<file path="config.mk">
export PLATFORM = sky130hd
export DESIGN_NAME = dmaf_filter
export DESIGN_NICKNAME = d
export VERILOG_FILES = /design/src/rtl/dmaf_pkg.sv /design/src/rtl/dmaf_win_regs.sv /design/src/rtl/dmaf_win_match.sv /design/src/rtl/dmaf_decide.sv /design/src/rtl/dmaf_filter.sv
export SDC_FILE = /design/constraint.sdc
export NUM_CORES = 2
export LEC_CHECK = 0
export BUFFER_PORTS_ARGS = -buffer_cell sky130_fd_sc_hd__buf_2
export CORE_AREA = 10 10 345 347
export DETAILED_ROUTE_END_ITERATION = 10
export DIE_AREA = 0 0 355 357
export PLACE_DENSITY = 0.69
export SKIP_CTS_REPAIR_TIMING = 1
export SKIP_LAST_GASP = 1
export SLEW_MARGIN = 10
export SYNTH_ARGS = -nofsm -noshare
export SYNTH_HDL_FRONTEND = slang
export SYNTH_SLANG_ARGS = --single-unit
export TNS_END_PERCENT = 50
</file>
<file path="constraint.sdc">
create_clock -name clk -period 4.5 [get_ports clk]
set_input_delay 0.9 -clock clk [delete_from_list [all_inputs] [get_ports clk]]
set_output_delay 0.9 -clock clk [all_outputs]
set_load 0.005 [all_outputs]
</file>
<file path="src/rtl/dmaf_pkg.sv">
package dmaf_pkg;

   typedef enum logic [2:0] {
      RSN_FWD       = 3'd0,
      RSN_UPSTREAM  = 3'd1,
      RSN_DISABLED  = 3'd2,
      RSN_PEER_READ = 3'd3,
      RSN_LEGACY    = 3'd4,
      RSN_UNMAPPED  = 3'd5
   } reason_e;

   // fixed window slots; peer n occupies WIN_PEER0+2n (mem) and +1 (prefetchable)
   localparam int WIN_LEGACY  = 0;
   localparam int WIN_UP_MEM  = 1;
   localparam int WIN_UP_PMEM = 2;
   localparam int WIN_PEER0   = 3;

   function automatic int win_count(input int n_ports);
      return WIN_PEER0 + 2 * n_ports;
   endfunction

endpackage

</file>
<file path="src/rtl/dmaf_win_regs.sv">
module dmaf_win_regs
   import dmaf_pkg::*;
#(
   parameter int ADDR_W = 32,
   parameter int NW     = 11,
   parameter int IDX_W  = 5
) (
   input  logic                       clk,
   input  logic                       rst_n,
   input  logic                       cfg_we,
   input  logic [IDX_W-1:0]           cfg_idx,
   input  logic [ADDR_W-1:0]          cfg_wdata,
   output logic [NW-1:0][ADDR_W-1:0]  win_base,
   output logic [NW-1:0][ADDR_W-1:0]  win_limit
);

   localparam int NREG = 2 * NW;

   if ((1 << IDX_W) < NREG) begin : g_bad_idx
      $error("dmaf_win_regs: IDX_W too narrow for %0d registers", NREG);
   end

   for (genvar w = 0; w < NW; w++) begin : g_win
      logic sel_base, sel_limit;
      assign sel_base  = cfg_we && (cfg_idx == IDX_W'(2 * w));
      assign sel_limit = cfg_we && (cfg_idx == IDX_W'(2 * w + 1));

      always_ff @(posedge clk) begin
         if (!rst_n) begin
            win_base[w]  <= '1;
            win_limit[w] <= '0;
         end else begin
            if (sel_base)  win_base[w]  <= cfg_wdata;
            if (sel_limit) win_limit[w] <= cfg_wdata;
         end
      end
   end

endmodule

</file>
<file path="src/rtl/dmaf_win_match.sv">
module dmaf_win_match #(
   parameter int ADDR_W       = 32,
   parameter int NW           = 11,
   parameter bit EXPLICIT_ENA = 1'b1
) (
   input  logic [ADDR_W-1:0]          addr,
   input  logic [NW-1:0][ADDR_W-1:0]  win_base,
   input  logic [NW-1:0][ADDR_W-1:0]  win_limit,
   output logic [NW-1:0]              hit
);

   for (genvar w = 0; w < NW; w++) begin : g_cmp
      logic ge_base, le_limit;
      assign ge_base  = (addr >= win_base[w]);
      assign le_limit = (addr <= win_limit[w]);

      if (EXPLICIT_ENA) begin : g_ena
         // separate enable term: keeps the disable rule visible in timing reports
         logic ena;
         assign ena    = (win_limit[w] >= win_base[w]);
         assign hit[w] = ena && ge_base && le_limit;
      end else begin : g_plain
         // limit < base already makes the range empty
         assign hit[w] = ge_base && le_limit;
      end
   end

endmodule

</file>
<file path="src/rtl/dmaf_decide.sv">
module dmaf_decide
   import dmaf_pkg::*;
#(
   parameter int N_PORTS = 4,
   parameter int NW      = 11,
   parameter int PORT_W  = 2
) (
   input  logic [NW-1:0]       hit,
   input  logic                is_write,
   input  logic [N_PORTS-1:0]  mae,
   output reason_e             reason,
   output logic [PORT_W-1:0]   port
);

   logic [N_PORTS-1:0] peer_hit;

   for (genvar n = 0; n < N_PORTS; n++) begin : g_peer
      assign peer_hit[n] = hit[WIN_PEER0 + 2 * n] | hit[WIN_PEER0 + 2 * n + 1];
   end

   logic              any_peer;
   logic [PORT_W-1:0] peer_sel;
   logic              peer_mae;

   // lowest-numbered hitting port wins: scan from the top, last write stays
   always_comb begin
      any_peer = 1'b0;
      peer_sel = '0;
      peer_mae = 1'b0;
      for (int n = N_PORTS - 1; n >= 0; n--) begin
         if (peer_hit[n]) begin
            any_peer = 1'b1;
            peer_sel = PORT_W'(n);
            peer_mae = mae[n];
         end
      end
   end

   always_comb begin
      reason = RSN_UNMAPPED;
      port   = '0;
      if (hit[WIN_LEGACY]) begin
         reason = RSN_LEGACY;
      end else if (hit[WIN_UP_MEM] || hit[WIN_UP_PMEM]) begin
         reason = RSN_UPSTREAM;
      end else if (any_peer) begin
         port = peer_sel;
         if (!is_write)     reason = RSN_PEER_READ;
         else if (peer_mae) reason = RSN_FWD;
         else               reason = RSN_DISABLED;
      end
   end

endmodule

</file>
<file path="src/rtl/dmaf_filter.sv">
module dmaf_filter
   import dmaf_pkg::*;
#(
   parameter int ADDR_W       = 32,
   parameter int N_PORTS      = 4,
   parameter bit EXPLICIT_ENA = 1'b1,
   localparam int NW          = win_count(N_PORTS),
   localparam int IDX_W       = $clog2(2 * NW),
   localparam int PORT_W      = (N_PORTS > 1) ? $clog2(N_PORTS) : 1
) (
   input  logic                 clk,
   input  logic                 rst_n,
   input  logic                 cfg_we,
   input  logic [IDX_W-1:0]     cfg_idx,
   input  logic [ADDR_W-1:0]    cfg_wdata,
   input  logic [N_PORTS-1:0]   port_mae,
   input  logic                 req_valid,
   output logic                 req_ready,
   input  logic                 req_write,
   input  logic [ADDR_W-1:0]    req_addr,
   output logic                 rsp_valid,
   input  logic                 rsp_ready,
   output logic                 rsp_fwd,
   output logic                 rsp_abort,
   output logic [PORT_W-1:0]    rsp_port,
   output logic [2:0]           rsp_reason
);

   if (ADDR_W < 4 || ADDR_W > 64) begin : g_bad_aw
      $error("dmaf_filter: ADDR_W %0d outside 4..64", ADDR_W);
   end
   if (N_PORTS < 1 || N_PORTS > 16) begin : g_bad_np
      $error("dmaf_filter: N_PORTS %0d outside 1..16", N_PORTS);
   end

   logic [NW-1:0][ADDR_W-1:0] win_base;
   logic [NW-1:0][ADDR_W-1:0] win_limit;
   logic [NW-1:0]             hit;
   reason_e                   dec_reason;
   logic [PORT_W-1:0]         dec_port;

   dmaf_win_regs #(
      .ADDR_W (ADDR_W),
      .NW     (NW),
      .IDX_W  (IDX_W)
   ) u_regs (
      .clk       (clk),
      .rst_n     (rst_n),
      .cfg_we    (cfg_we),
      .cfg_idx   (cfg_idx),
      .cfg_wdata (cfg_wdata),
      .win_base  (win_base),
      .win_limit (win_limit)
   );

   dmaf_win_match #(
      .ADDR_W       (ADDR_W),
      .NW           (NW),
      .EXPLICIT_ENA (EXPLICIT_ENA)
   ) u_match (
      .addr      (req_addr),
      .win_base  (win_base),
      .win_limit (win_limit),
      .hit       (hit)
   );

   dmaf_decide #(
      .N_PORTS (N_PORTS),
      .NW      (NW),
      .PORT_W  (PORT_W)
   ) u_decide (
      .hit      (hit),
      .is_write (req_write),
      .mae      (port_mae),
      .reason   (dec_reason),
      .port     (dec_port)
   );

   logic accept;
   assign req_ready = !rsp_valid || rsp_ready;
   assign accept    = req_valid && req_ready;

   reason_e rsp_reason_q;

   always_ff @(posedge clk) begin
      if (!rst_n) begin
         rsp_valid    <= 1'b0;
         rsp_reason_q <= RSN_FWD;
         rsp_port     <= '0;
      end else if (accept) begin
         rsp_valid    <= 1'b1;
         rsp_reason_q <= dec_reason;
         rsp_port     <= dec_port;
      end else if (rsp_ready) begin
         rsp_valid    <= 1'b0;
      end
   end

   assign rsp_reason = rsp_reason_q;
   assign rsp_fwd    = rsp_valid && (rsp_reason_q == RSN_FWD);
   assign rsp_abort  = rsp_valid && (rsp_reason_q != RSN_FWD);

endmodule

</file>
==> impl_summary.log <==
[metrics] Rel. slew slack: 0.2922
[metrics] critical path startpoint category: input port
[metrics] clock transition at the registers of the reported paths: 0.06 ns
[metrics] first-pass GRT wire length: 246,900 um
[metrics] clock tree from TritonCTS: done
[metrics] maximum cell stage delay along the critical path: 0.76 ns
[metrics] cell leakage power: 26.02 nW
[metrics] share of cell area taken by muxes after synthesis: 0.001202
[metrics] CTS Sinks: 710
[metrics] FMAX: 0.2567 GHz
[metrics] Gate power share: 0.103
[metrics] die outline area: 126,700 um2
[metrics] effective utilization at floorplan: 0.4461
[metrics] clock network fraction of total power: 0.486
[metrics] Routed WL per cell: 20.62 um
[metrics] Total Routed Length: 160,600 um
[metrics] Synth Area in Adders: 0.2644
[metrics] ys async rst share: 0
[metrics] CTS Root Buffer Type: clkbuf_16
[metrics] detailed-routing iteration count for the pre-antenna-repair pass: 6
[metrics] final period demand of the worst path: 3.896 ns
[metrics] Pwr Density: 280.2 nW/um2
[metrics] final layout net count: 7,349
[metrics] Die H: 357 um
[metrics] Final Hold Viols: 0
[metrics] most common cell after layout, fill and taps aside: nand2_1
[metrics] post-synth cell types: 65
[metrics] Post-Synthesis Net Count: 7,323
[metrics] setup violation total in the final timing report: 0
[metrics] clock insertion delay at the later pin of the skew report: 0.67 ns
[metrics] summed instance area of the synthesized netlist: 49,980 um2
[metrics] Post-Layout Cell Count: 7,786
[metrics] power spent charging and discharging nets: 4.136 mW
[metrics] num ports: 88
[metrics] total internal power: 11.43 mW
[metrics] Placer Congestion: 0.9462
[metrics] max-slew violation count: 0
[metrics] global-route congestion overflow total: 0
[metrics] number of global-route vias before repair: 41,980
[metrics] width of the die: 355 um
[metrics] Tightest Pin Transition: 1.062 ns
[metrics] endpoint kind of the worst setup timing path: flip-flop
[metrics] detailed-route vias per instance: 5.739
[metrics] Mapped Cells: 6,188
[metrics] port buffer count: 87
[metrics] most instantiated flip-flop cell in the synthesis netlist: dfxtp_1
[metrics] maximum clock insertion buffer count: 3
[metrics] leading cell types in the layout, fill and taps excluded: nand2_1, ha_1, inv_1
[metrics] Post-Synth XOR/XNOR Area: 0
[metrics] via count: 44,680
[metrics] placed cell count: 7,626
[metrics] path class of the lowest-slack min-delay path: flip-flop to flip-flop
[metrics] Compound-Gate Fraction of Synth Area: 0.2136
[metrics] synthesis-stage register bit count: 710
[metrics] signed area change from the synthesized netlist to the final layout: 11.16%
[metrics] Flop pwr share: 0.410
[metrics] Final Skew: 0.02511 ns
[metrics] residual antenna-violating net count after detailed routing: 0
[metrics] leading area contributor after synthesis: dfxtp_1
[metrics] Most Frequent Cell on Critical Path: buf_4
[metrics] placed wire-length estimate after detailed placement: 115,500 um
[metrics] share of final-layout standard cells stronger than drive strength 1: 0.06365
[metrics] number of antenna violations at the first check in global routing: 7
[metrics] path type of the worst setup path: input port to flip-flop
[metrics] share of synthesized area occupied by flip-flops and latches: 0.2844
[metrics] H-tree levels: 3
[metrics] fraction of the mapped netlist area in simple logic gates: 0.1616
[metrics] area inside the core boundary: 112,000 um2
[metrics] top post-synthesis cells by area: dfxtp_1, ha_1, nand2_1
[metrics] all-layer global routing usage: 0.2443
[metrics] MaxCap Viol Count: 0
[metrics] share of the clock period used by the worst path after layout: 0.8658
[metrics] standard-cell row count: 123
[metrics] smallest hold slack: 0.4823 ns
[metrics] Worst path slowest cell: a2111oi_0
[metrics] Yosys warning count: 0
[metrics] number of CTS-inserted buffers: 86
[metrics] arrival time reported for the critical path endpoint: 4.46 ns
[metrics] average cell area after synthesis: 8.077 um2
[metrics] filler cell count: 10,680
[metrics] detailed-route DRC error count: 0
[metrics] data required time at the worst endpoint: 5.07 ns
[metrics] maximum resistive drop on vdd: 290.2 uV
[metrics] count of flip-flops with a built-in enable after synthesis: 0
[metrics] share of total power consumed by net switching: 0.2657
[metrics] top cell type's share of synthesized area: 0.2844
[metrics] outcome: finished clean
[metrics] critical path fanouts, max: 8
[metrics] violation count after the first detailed-routing iteration: 3,555
[metrics] setup repair after global routing missed its margin: false
[metrics] worst-path cell chain: buf_2 -> buf_4 -> ha_1 -> nand4_1 -> a2111oi_0 -> buf_4 -> o31a_1 -> o21ai_0 -> nor3b_1 -> or4_4 -> or4b_4 -> a31o_2
[metrics] pin count of the biggest net entering global routing: 131
[metrics] dominant combinational cell family by area after synthesis: adder cells
sequential cells by signal, indices dropped and copies added (netlist names):
name,cells
rsp_reason,3
rsp_valid,1
u_regs.win_limit,352
rsp_port,2
u_regs.win_base,352
synth_stat cells (all sizes together), types with 83 or more instances:
master,number
nand2,1261
nand3,83
a21oi,297
o21ai,181
clkbuf,280
ha,1056
o211ai,385
nand4,146
inv,716
dfxtp,710
a21o,125
nor2,160
a21boi,356
power by group through the flow:
stage | combinational (mW) | clock [mW] | sequential, mW
final | 1.61 | 7.57 | 6.39
after global routing | 1.77 | 7.90 | 6.39
after CTS | 1.58 | 7.66 | 6.39
after detailed placement | 1.57 | 0 | 6.53
after global placement | 1.52 | 0 | 6.52
after floorplan | 0.887 | 0 | 6.51
through the flow:
| stage | TNS, ns | setup WS (ns) | total power, mW | area (um2) | util |
|---|---|---|---|---|---|
| final | 0 | 0.6038 | 15.57 | 55560 | 0.4959 |
| after global routing | 0 | 0.5215 | 16.06 | 55550 | 0.4959 |
| after CTS | 0 | 0.7366 | 15.63 | 55550 | 0.4958 |
| after detailed placement | 0 | 0.03611 | 8.099 | 52510 | 0.4687 |
| after global placement | -0.1027 | -0.05252 | 8.049 | 52510 | 0.4687 |
| after floorplan | 0 | 0.4315 | 7.400 | 49980 | - |
metal layers:
layer	wire (um)	GRT usage	up-vias
met5	34	0	-
met2	69670	0.3814	1398
met3	11930	0.03720	272
met1	74410	0.3430	21260
met4	4530	0.07579	6
li1	-	-	21740
final cells by class:
| cell class | instances | area, um2 | area share |
|---|---|---|---|
| antenna | 2 | 5.005 | 0.00009008 |
| clock buffer | 118 | 2462 | 0.04432 |
| clock inverter | 40 | 576.8 | 0.01038 |
| inverter | 716 | 2688 | 0.04838 |
| multi-input combinational | 4482 | 32130 | 0.5783 |
| sequential | 710 | 14210 | 0.2558 |
| tap | 1500 | 1877 | 0.03378 |
| timing repair buffer | 218 | 1604 | 0.02887 |
critical path: cells and delay by family:
kind | cells | cell delay [ns]
and+or+nand+nor | 4 | 1.40
buffers and inverters | 3 | 0.65
adders and majority gates | 1 | 0.31
AOI/OAI and AO/OA | 4 | 1.20
final timing paths:
| kind | start | endpoint | slack [ns] | depth (start not counted) |
|---|---|---|---|---|
| setup / recovery | req_addr[7] | rsp_reason[1] | 0.60 | 12 |
| hold / removal | u_regs.win_limit[256] | u_regs.win_limit[256] | 0.48 | 2 |
| setup reg to reg | u_regs.win_limit[288] | rsp_reason[1] | 0.69 | 11 |
| hold reg to reg | u_regs.win_limit[256] | u_regs.win_limit[256] | 0.48 | 2 |
cell families (layout without fill, tap and decap cells):
family                     count (synthesis)  count (layout)
DFF                                      710             710
and+or+nand+nor                         1863            1863
AOI/OAI and AO/OA                       1557            1557
other                                      0               2
buffers and inverters                    996            1092
muxes                                      6               6
adders and majority gates               1056            1056
Power figures use the tool's default switching activity.
